`src/rtl/lookup_pkg.sv`:
```
package lookup_pkg;
  typedef enum logic [1:0] {PWR_DROWSY, PWR_WAKING, PWR_AWAKE} pwr_e;

  // strobes from the control unit to the datapath
  typedef struct packed {
    logic accept;     // operation taken this cycle
    logic issue;      // start tag searches (lookup only)
    logic fire;       // response produced this cycle
    logic cancel;     // abort running slow search
    logic wakeStart;  // slow region leaves drowsy
    logic hitSel;     // response hit value
    logic slowSel;    // response region value
  } strobe_t;
endpackage

```
`src/rtl/lookup_ctrl.sv`:
```
module lookup_ctrl
  import lookup_pkg::*;
#(
  parameter int WAKE_CYC = 4,
  parameter int IDLE_CYC = 8
) (
  input  logic    clk,
  input  logic    rstN,
  input  logic    reqValid,
  input  logic    reqSwap,
  input  logic    fastRspValid,
  input  logic    fastRspHit,
  input  logic    slowRspValid,
  input  logic    slowRspHit,
  output logic    reqReady,
  output logic    slowDrowsy,
  output strobe_t st
);
  localparam int WCW = $clog2(WAKE_CYC + 1);
  localparam int ICW = $clog2(IDLE_CYC + 1);

  generate
    if (!(WAKE_CYC == 1 || WAKE_CYC == 4 || WAKE_CYC == 8 || WAKE_CYC == 16)) begin : g_badWake
      $error("WAKE_CYC must be 1, 4, 8 or 16");
    end
  endgenerate

  logic busy, swapR, fDone, fHit, sDone, sHit;
  pwr_e pwr;
  logic [WCW-1:0] wakeCnt;
  logic [ICW-1:0] idleCnt;
  logic slowDemand, slowReadyNow, fire;

  assign reqReady     = !busy;
  assign slowDrowsy   = (pwr != PWR_AWAKE);
  assign slowDemand   = busy && (swapR || (sDone && sHit));
  assign slowReadyNow = (pwr == PWR_AWAKE) || (pwr == PWR_WAKING && wakeCnt == WCW'(1));

  always_comb begin
    if (!busy)      fire = 1'b0;
    else if (swapR) fire = slowReadyNow;
    else            fire = fDone && (fHit || (sDone && (!sHit || slowReadyNow)));
  end

  always_comb begin
    st.accept    = reqValid && !busy;
    st.issue     = reqValid && !busy && !reqSwap;
    st.fire      = fire;
    st.cancel    = fire && !swapR && fHit && !sDone;
    st.wakeStart = slowDemand && (pwr == PWR_DROWSY);
    st.hitSel    = swapR || fHit || sHit;
    st.slowSel   = swapR || (!fHit && sHit);
  end

  always_ff @(posedge clk) begin
    if (!rstN) begin
      busy <= 1'b0; swapR <= 1'b0;
      fDone <= 1'b0; fHit <= 1'b0; sDone <= 1'b0; sHit <= 1'b0;
    end else if (st.accept) begin
      busy <= 1'b1; swapR <= reqSwap;
      fDone <= 1'b0; fHit <= 1'b0; sDone <= 1'b0; sHit <= 1'b0;
    end else if (fire) begin
      busy <= 1'b0;
    end else if (busy && !swapR) begin
      if (fastRspValid && !fDone) begin fDone <= 1'b1; fHit <= fastRspHit; end
      if (slowRspValid && !sDone) begin sDone <= 1'b1; sHit <= slowRspHit; end
    end
  end

  always_ff @(posedge clk) begin
    if (!rstN) begin
      pwr <= PWR_DROWSY; wakeCnt <= '0; idleCnt <= '0;
    end else begin
      case (pwr)
        PWR_DROWSY: if (st.wakeStart) begin
          pwr <= PWR_WAKING; wakeCnt <= WCW'(WAKE_CYC);
        end
        PWR_WAKING: if (wakeCnt == WCW'(1)) begin
          pwr <= PWR_AWAKE; idleCnt <= ICW'(IDLE_CYC);
        end else begin
          wakeCnt <= wakeCnt - WCW'(1);
        end
        default: if (slowDemand) idleCnt <= ICW'(IDLE_CYC);
        else if (idleCnt == ICW'(1)) pwr <= PWR_DROWSY;
        else idleCnt <= idleCnt - ICW'(1);
      endcase
    end
  end

  p_busy_blocks_r10: assert property (@(posedge clk) disable iff (!rstN)
    (reqValid && reqReady) |=> !reqReady);
  p_wake_bounds_r7: assert property (@(posedge clk) disable iff (!rstN)
    (pwr == PWR_WAKING) |-> (wakeCnt >= WCW'(1) && wakeCnt <= WCW'(WAKE_CYC)));
  p_demand_keeps_awake_r8: assert property (@(posedge clk) disable iff (!rstN)
    (pwr == PWR_AWAKE && slowDemand) |=> (pwr == PWR_AWAKE));
  p_no_spurious_wake_r6: assert property (@(posedge clk) disable iff (!rstN)
    (pwr == PWR_DROWSY && !slowDemand) |=> (pwr == PWR_DROWSY));
endmodule

```
`src/rtl/lookup_dp.sv`:
```
module lookup_dp
  import lookup_pkg::*;
#(
  parameter int TAG_W = 12,
  parameter int LAT_W = 6,
  parameter int CNT_W = 16
) (
  input  logic             clk,
  input  logic             rstN,
  input  strobe_t          st,
  input  logic [TAG_W-1:0] reqTag,
  output logic             issueValid,
  output logic [TAG_W-1:0] issueTag,
  output logic             rspValid,
  output logic             rspHit,
  output logic             rspRegion,
  output logic [LAT_W-1:0] rspLatency,
  output logic [CNT_W-1:0] wakeCount,
  output logic [CNT_W-1:0] cancelCount
);
  localparam logic [LAT_W-1:0] LAT_MAX = '1;
  logic [LAT_W-1:0] latCnt;

  always_ff @(posedge clk) begin
    if (!rstN) begin
      issueValid <= 1'b0; issueTag <= '0; latCnt <= '0;
      rspValid <= 1'b0; rspHit <= 1'b0; rspRegion <= 1'b0; rspLatency <= '0;
      wakeCount <= '0; cancelCount <= '0;
    end else begin
      issueValid <= st.issue;
      if (st.accept) issueTag <= reqTag;
      if (st.accept) latCnt <= '0;
      else if (latCnt != LAT_MAX) latCnt <= latCnt + LAT_W'(1);
      rspValid <= st.fire;
      if (st.fire) begin
        rspHit     <= st.hitSel;
        rspRegion  <= st.slowSel;
        rspLatency <= (latCnt == LAT_MAX) ? latCnt : latCnt + LAT_W'(1);
      end
      if (st.wakeStart) wakeCount <= wakeCount + CNT_W'(1);
      if (st.cancel) cancelCount <= cancelCount + CNT_W'(1);
    end
  end

  p_cancel_fast_rsp_r3: assert property (@(posedge clk) disable iff (!rstN)
    st.cancel |=> (rspValid && rspHit && !rspRegion));
  p_rsp_single_r2: assert property (@(posedge clk) disable iff (!rstN)
    rspValid |=> !rspValid);
  p_wake_count_hold_r11: assert property (@(posedge clk) disable iff (!rstN)
    !st.wakeStart |=> $stable(wakeCount));
  p_issue_pulse_r1: assert property (@(posedge clk) disable iff (!rstN)
    issueValid |=> !issueValid);
endmodule

```
`src/rtl/region_lookup_front.sv`:
```
module region_lookup_front
  import lookup_pkg::*;
#(
  parameter int TAG_W    = 12,
  parameter int LAT_W    = 6,
  parameter int CNT_W    = 16,
  parameter int WAKE_CYC = 4,
  parameter int IDLE_CYC = 8
) (
  input  logic             clk,
  input  logic             rstN,
  input  logic             reqValid,
  output logic             reqReady,
  input  logic [TAG_W-1:0] reqTag,
  input  logic             reqSwap,
  output logic             fastReqValid,
  output logic [TAG_W-1:0] fastReqTag,
  input  logic             fastRspValid,
  input  logic             fastRspHit,
  output logic             slowReqValid,
  output logic [TAG_W-1:0] slowReqTag,
  input  logic             slowRspValid,
  input  logic             slowRspHit,
  output logic             slowCancel,
  output logic             slowDrowsy,
  output logic             rspValid,
  output logic             rspHit,
  output logic             rspRegion,
  output logic [LAT_W-1:0] rspLatency,
  output logic [CNT_W-1:0] wakeCount,
  output logic [CNT_W-1:0] cancelCount
);
  strobe_t st;
  logic issueValid;
  logic [TAG_W-1:0] issueTag;

  lookup_ctrl #(.WAKE_CYC(WAKE_CYC), .IDLE_CYC(IDLE_CYC)) uCtrl (
    .clk(clk), .rstN(rstN), .reqValid(reqValid), .reqSwap(reqSwap),
    .fastRspValid(fastRspValid), .fastRspHit(fastRspHit),
    .slowRspValid(slowRspValid), .slowRspHit(slowRspHit),
    .reqReady(reqReady), .slowDrowsy(slowDrowsy), .st(st));

  lookup_dp #(.TAG_W(TAG_W), .LAT_W(LAT_W), .CNT_W(CNT_W)) uDp (
    .clk(clk), .rstN(rstN), .st(st), .reqTag(reqTag),
    .issueValid(issueValid), .issueTag(issueTag),
    .rspValid(rspValid), .rspHit(rspHit), .rspRegion(rspRegion),
    .rspLatency(rspLatency), .wakeCount(wakeCount), .cancelCount(cancelCount));

  assign fastReqValid = issueValid;
  assign slowReqValid = issueValid;
  assign fastReqTag   = issueTag;
  assign slowReqTag   = issueTag;
  assign slowCancel   = st.cancel;
endmodule

```
`config.mk`:
```
export PLATFORM = sky130hd
export DESIGN_NAME = region_lookup_front
export DESIGN_NICKNAME = d
export VERILOG_FILES = /design/src/rtl/lookup_pkg.sv /design/src/rtl/lookup_ctrl.sv /design/src/rtl/lookup_dp.sv /design/src/rtl/region_lookup_front.sv
export SDC_FILE = /design/constraint.sdc
export NUM_CORES = 1
export LEC_CHECK = 0
export BUFFER_PORTS_ARGS = -buffer_cell sky130_fd_sc_hd__buf_2
export CORE_MARGIN = 4
export CORE_UTILIZATION = 40
export DETAILED_ROUTE_END_ITERATION = 16
export SYNTH_ARGS = -nofsm -noshare
export SYNTH_HDL_FRONTEND = slang
export SYNTH_SLANG_ARGS = --single-unit
```
`constraint.sdc`:
```
create_clock -name clk -period 1.9 [get_ports clk]
set_input_delay 0.38 -clock clk [delete_from_list [all_inputs] [get_ports clk]]
set_output_delay 0.38 -clock clk [all_outputs]
set_load 0.005 [all_outputs]
```
# Word level (Yosys, flattened, before mapping)
# Index checks and enable logic that the tools add are counted.
# op_classes
n_addsub	5
mul	0
div	0
order_cmp	0
eq_ne	12
shifts	0
muxes	17
bitwise	3
n_reduce_logical	39
# op_table
op	n
adder 16 x 1 -> 16 bit, second input constant	2
logical AND 1 bit	15
two-way mux 4 bit	3
AND reduction 3 bit	4
two-way mux 2 bit	4
inequality test 2 bit, second input constant	4
one-hot mux 4 bit (2 select lines)	1
logical NOT 1 bit	7
logical OR 1 bit	7
adder 6 x 1 -> 6 bit, second input constant	1
equality test 6 bit, second input constant	1
two-way mux 3 bit	2
two-way mux 6 bit	1
inequality test 6 bit, second input constant	1
one-hot mux 3 bit (2 select lines)	1
equality test 4 x 1 -> 1 bit, second input constant	1
two-way mux 1 bit	4
one-hot mux 2 bit (2 select lines)	1
AND reduction 4 bit	1
nonzero test 2 bit	2
subtractor 4 x 1 -> 4 bit, second input constant	1
equality test 3 x 1 -> 1 bit, second input constant	1
inequality test 3 x 1 -> 1 bit, second input constant	1
inequality test 3 bit, second input constant	1
other kinds (7)	9
# word_totals
register_bits	75
latch_bits	0
ramBits	0
mem_bits_ro	0
out_inout_bits	70
wordCells	94
mem_count	0

# Logic depth before layout (Yosys ltp)
# logic_depth
word_depth	12
mapped_depth	6

# Hierarchy
# A second synthesis with hierarchy kept.
# hier_totals
hier_cells	381
area_unflattened_um2	3656.0
# by_module_without_submodules
mod	n_inst	cells_per_inst	area_each_um2	seq_area_each_um2
lookup_dp	1	263	2648.8	1201.2
lookup_ctrl	1	105	909.6	300.3
region_lookup_front	1	13	97.6	0.0

# Worst setup path after synthesis
# Ideal clock, no wire load.
# synth_timing
path_type	reg-to-reg
start	register uDp.wakeCount[0]
end	register uDp.wakeCount[12]
setup_time_ps	70
arrival_time_ps	1511
setup_slack_ps	319
path_stages_with_launch	6
path_buffers	0
path_cell_list	dfxtp_1 ha_1 and2_1 nand4_2 or4_1 a21oi_1
# synth_via
elab_chain_len	1
# synth_lines
element	line_no	rtl
start: declaration	lookup_dp.sv:18	output logic [CNT_W-1:0] wakeCount,
start signal: assignment	lookup_dp.sv:40	if (st.wakeStart) wakeCount <= wakeCount + CNT_W'(1);
adder 16 x 1 -> 16 bit	lookup_dp.sv:40	
# Every way passes these cells.
# A chain may end at the register's enable or synchronous reset.

# Final worst setup path
# layout_timing
start	register uCtrl.sDone
end	output port slowCancel
# layout_via
elab_chain_len	8
word_cells_on_any_way	9
# layout_lines
element	line_no	rtl
start: declaration	lookup_ctrl.sv:28	logic busy, swapR, fDone, fHit, sDone, sHit;
start signal: assignment	lookup_ctrl.sv:58	fDone <= 1'b0; fHit <= 1'b0; sDone <= 1'b0; sHit <= 1'b0;
start signal: assignment	lookup_ctrl.sv:61	fDone <= 1'b0; fHit <= 1'b0; sDone <= 1'b0; sHit <= 1'b0;
start signal: assignment	lookup_ctrl.sv:66	if (slowRspValid && !sDone) begin sDone <= 1'b1; sHit <= slowRspHit; end
logical AND 1 bit	lookup_ctrl.sv:42	else fire = fDone && (fHit || (sDone && (!sHit || slowReadyNow)));
logical OR 1 bit	lookup_ctrl.sv:42	
logical AND 1 bit	lookup_ctrl.sv:42	
two-way mux 1 bit	lookup_ctrl.sv:41	else if (swapR) fire = slowReadyNow;
two-way mux 1 bit	lookup_ctrl.sv:40	if (!busy) fire = 1'b0;
logical AND 1 bit (2 in a row)	lookup_ctrl.sv:49	st.cancel = fire && !swapR && fHit && !sDone;
logical AND 1 bit *	lookup_ctrl.sv:49	
end: declaration	region_lookup_front.sv:24	output logic slowCancel,
# Every way passes the cells marked *; elsewhere a longest branch is shown, timed or not.

==> flow_metrics.py <==
metrics = {
    "timing": {
        "hold_ws_ns": 0.2080,
        "rsz0062_at_grt": "false",
        "tightest_slew_ns": 0.3956,
        "setup_viol": 0,
        "hold_violations": 0,
        "fin_tns_setup_ns": 0,
        "fin_skew_ns": 0.009486,
        "maxSlewHeadroom": 0.7362,
        "finalMaxSlewViolations": 0,
        "fin_crit_ns": 1.769,
        "fmax_ghz": 0.5653,
        "setup_ws_ns": 0.1311,
        "post-route-period-util": 0.9310,
    },
    "synthesis": {
        "synth.top_cell.area_share": 0.4364,
        "synth.avg_cell_area_um2": 8.602,
        "netlist_area_mm2": 0.003441,
        "syn_inst": 400,
        "synth.top_cells.by_area": "dfxtp_1, a21oi_1, nand2_1",
        "synthTopCellsByCount": "dfxtp_1, nand2_1, a21oi_1",
        "synth_ff_type": "dfxtp_1",
        "ys_async_sr_fraction": 0,
        "synthDistinctLibCells": 53,
        "ys_seq_elements": 75,
        "synth-edff-count": 0,
        "synth_area_leader_cell": "dfxtp_1",
        "syn_nets": 427,
        "synth_most_common_cell": "dfxtp_1",
        "yosys_warnings": 0,
        "yosysSeqAreaShare": 0.4364,
    },
    "power": {
        "pwr-share-seq": 0.522,
        "internal_power_mw": 2.376,
        "clock_power_share": 0.402,
        "power.net_switching_mw": 0.7535,
        "ir_drop_v": 0.0004674,
        "p_comb_frac": 0.076,
        "power.density_mw_per_mm2": 749.7,
        "p_leak_nw": 1.780,
        "swShare": 0.2408,
        "finalPower_mw": 3.129,
    },
    "grt": {
        "antenna_found_initial": 0,
        "grt_use_total": 0.1600,
        "overflow": 0,
        "grt_max_degree": 49,
        "grt_pass1_wl_um": 13080,
        "grt_pass1_vias": 2828,
    },
    "die": {
        "rows": 33,
        "start_util": 0.4146,
        "core_mm2": 0.008299,
        "die_w_um": 100.7,
        "dieHeight_um": 100.7,
        "dieArea_mm2": 0.01015,
        "pin_count": 90,
    },
    "critical_path": {
        "path_class": "register to output port",
        "cp_max_fo": 7,
        "end_kind": "output port",
        "r2r_cells": 5,
        "critPathLaunchType": "register",
        "required_ns": 1.52,
        "cp_data_arrival_time_ns": 1.39,
    },
    "drt": {
        "ant_nets": 0,
        "drc": 0,
        "vias": 3120,
        "wl_per_cell_um": 13.94,
        "drt_iter0_drc": 82,
        "drt_first_pass_iters": 4,
        "drt_wl_total_um": 8241,
        "viasPerCell": 5.279,
    },
    "layout": {
        "nNetsFinal": 509,
        "stdcell_area_mm2": 0.004174,
        "layout.cells.non_filler": 591,
        "utilization": 0.5029,
        "antenna_cells": 0,
        "drive_gt1_frac": 0.2695,
        "areaGrowthSynthToFinish_pct": 21.31,
    },
    "clocking": {
        "clk_pin_slew_ns": 0.07,
        "clkLatencyLatePin_ns": 0.35,
        "cts_buffers": 9,
        "root_buffer": "clkbuf_8",
        "cts_num_sinks": 75,
        "cts_setup_buffers": 0,
        "htree_levels": 3,
        "cts_tree": "built",
        "clockBufferDepth": 2,
        "postCtsHoldBufs": 0,
    },
    "placed_design": {
        "dp_hpwl_um": 6001,
        "placed_area_mm2": 0.003950,
        "dp_slack_ns": 0.1843,
        "portBuffers": 89,
        "dp_cells": 576,
        "globalplace.congestion": 0.8312,
    },
    "status": {
        "status": "finished, final reports clean",
    },
    "hold_path": {
        "min_path_cells": 2,
        "hold_class": "input port to register",
    },
    "run": {
        "drv_cap": 0,
    },
}
==> worst max-delay path: stages (launching register included) <==
cell     delay [ns]
dfxtp_1        0.37
o21a_1         0.27
o21ai_4        0.23
inv_1          0.06
buf_2          0.12
==> what timing repair did <==
item                                    in CTS  in global routing
gates resized for setup                      1                  4
endpoints found under the setup margin       1                  6
pin swaps                                    0                  0
==> final cells by class <==
cell class | instances | area [um^2]
tap | 105 | 131.4
clock buffer | 11 | 151.4
clock inverter | 4 | 50.05
timing repair buffer | 101 | 548.0
sequential | 75 | 1503
fill | 835 | 4125
multi-input combinational | 279 | 1730
inverter | 16 | 60.06
==> logic make-up (layout without fill, tap and decap cells) <==
group | count (synthesis) | count (layout) | synth area share
flops | 75 | 75 | 0.4364
xor+xnor | 13 | 13 | 0.03309
compound gates | 96 | 96 | 0.1702
mux | 10 | 10 | 0.02909
fa+ha+maj | 7 | 7 | 0.02545
simple gates | 153 | 153 | 0.2389
buf+inv | 46 | 132 | 0.06690
==> flip-flops by register name, summed over array words and instances (netlist names) <==
register	count
uCtrl.swapR	1
uDp.rspLatency	6
uCtrl.idleCnt	4
uCtrl.sHit	1
uDp.rspRegion	1
uDp.issueTag	12
uDp.latCnt	6
uDp.rspValid	1
uCtrl.fDone	1
uCtrl.fHit	1
uDp.issueValid	1
uCtrl.pwr	2
uCtrl.sDone	1
uDp.wakeCount	16
uDp.rspHit	1
uDp.cancelCount	16
uCtrl.busy	1
uCtrl.wakeCnt	3
==> placed cells by master, fill, tap and decap left out, types with 2 or more instances in the layout <==
cell	instances
a311oi_1	2
o21ai_0	20
xnor2_1	3
ha_1	7
and2_1	3
and4_1	4
nand2b_1	4
a31oi_1	6
o2111ai_1	2
buf_2	89
a21oi_1	41
nor2b_1	6
and3_1	6
nand2_1	47
nand4_1	11
nor2_1	19
mux2i_1	10
clkbuf_8	11
buf_4	11
dfxtp_1	74
or4_1	9
a211oi_1	2
o21a_1	2
or2_2	2
nand4_2	2
inv_1	15
xor2_1	10
o211ai_1	2
o31ai_1	8
clkinvlp_4	2
nand3_1	14
or3_1	14
nor3_1	5
==> path summary, 6_finish.rpt <==
kind | start | end | slack [ns]
worst max-delay path | uCtrl.sDone | slowCancel | 0.13
worst min-delay path | reqSwap | uDp.issueValid | 0.21
worst max register to register | uDp.wakeCount[0] | uDp.wakeCount[12] | 0.18
worst min register to register | uDp.issueTag[7] | uDp.issueTag[7] | 0.47
==> power by group through the flow <==
| stage | registers, mW | logic (mW) | clock network (mW) |
|---|---|---|---|
| after floorplan | 1.67 | 0.152 | 0 |
| after global routing | 1.64 | 0.264 | 1.36 |
| after CTS | 1.63 | 0.238 | 1.29 |
| final | 1.63 | 0.237 | 1.26 |
| after global placement | 1.67 | 0.235 | 0 |
| after detailed placement | 1.67 | 0.237 | 0 |
==> metal layers <==
metal  GRT usage  vias up  part of all wire
li1            -     1590                 -
met1      0.2002     1459              0.47
met2      0.2547       58              0.45
met3     0.05606       13             0.063
met4     0.05699        0             0.014
met5           0        -                 0
(Power assumes the default switching activity.)
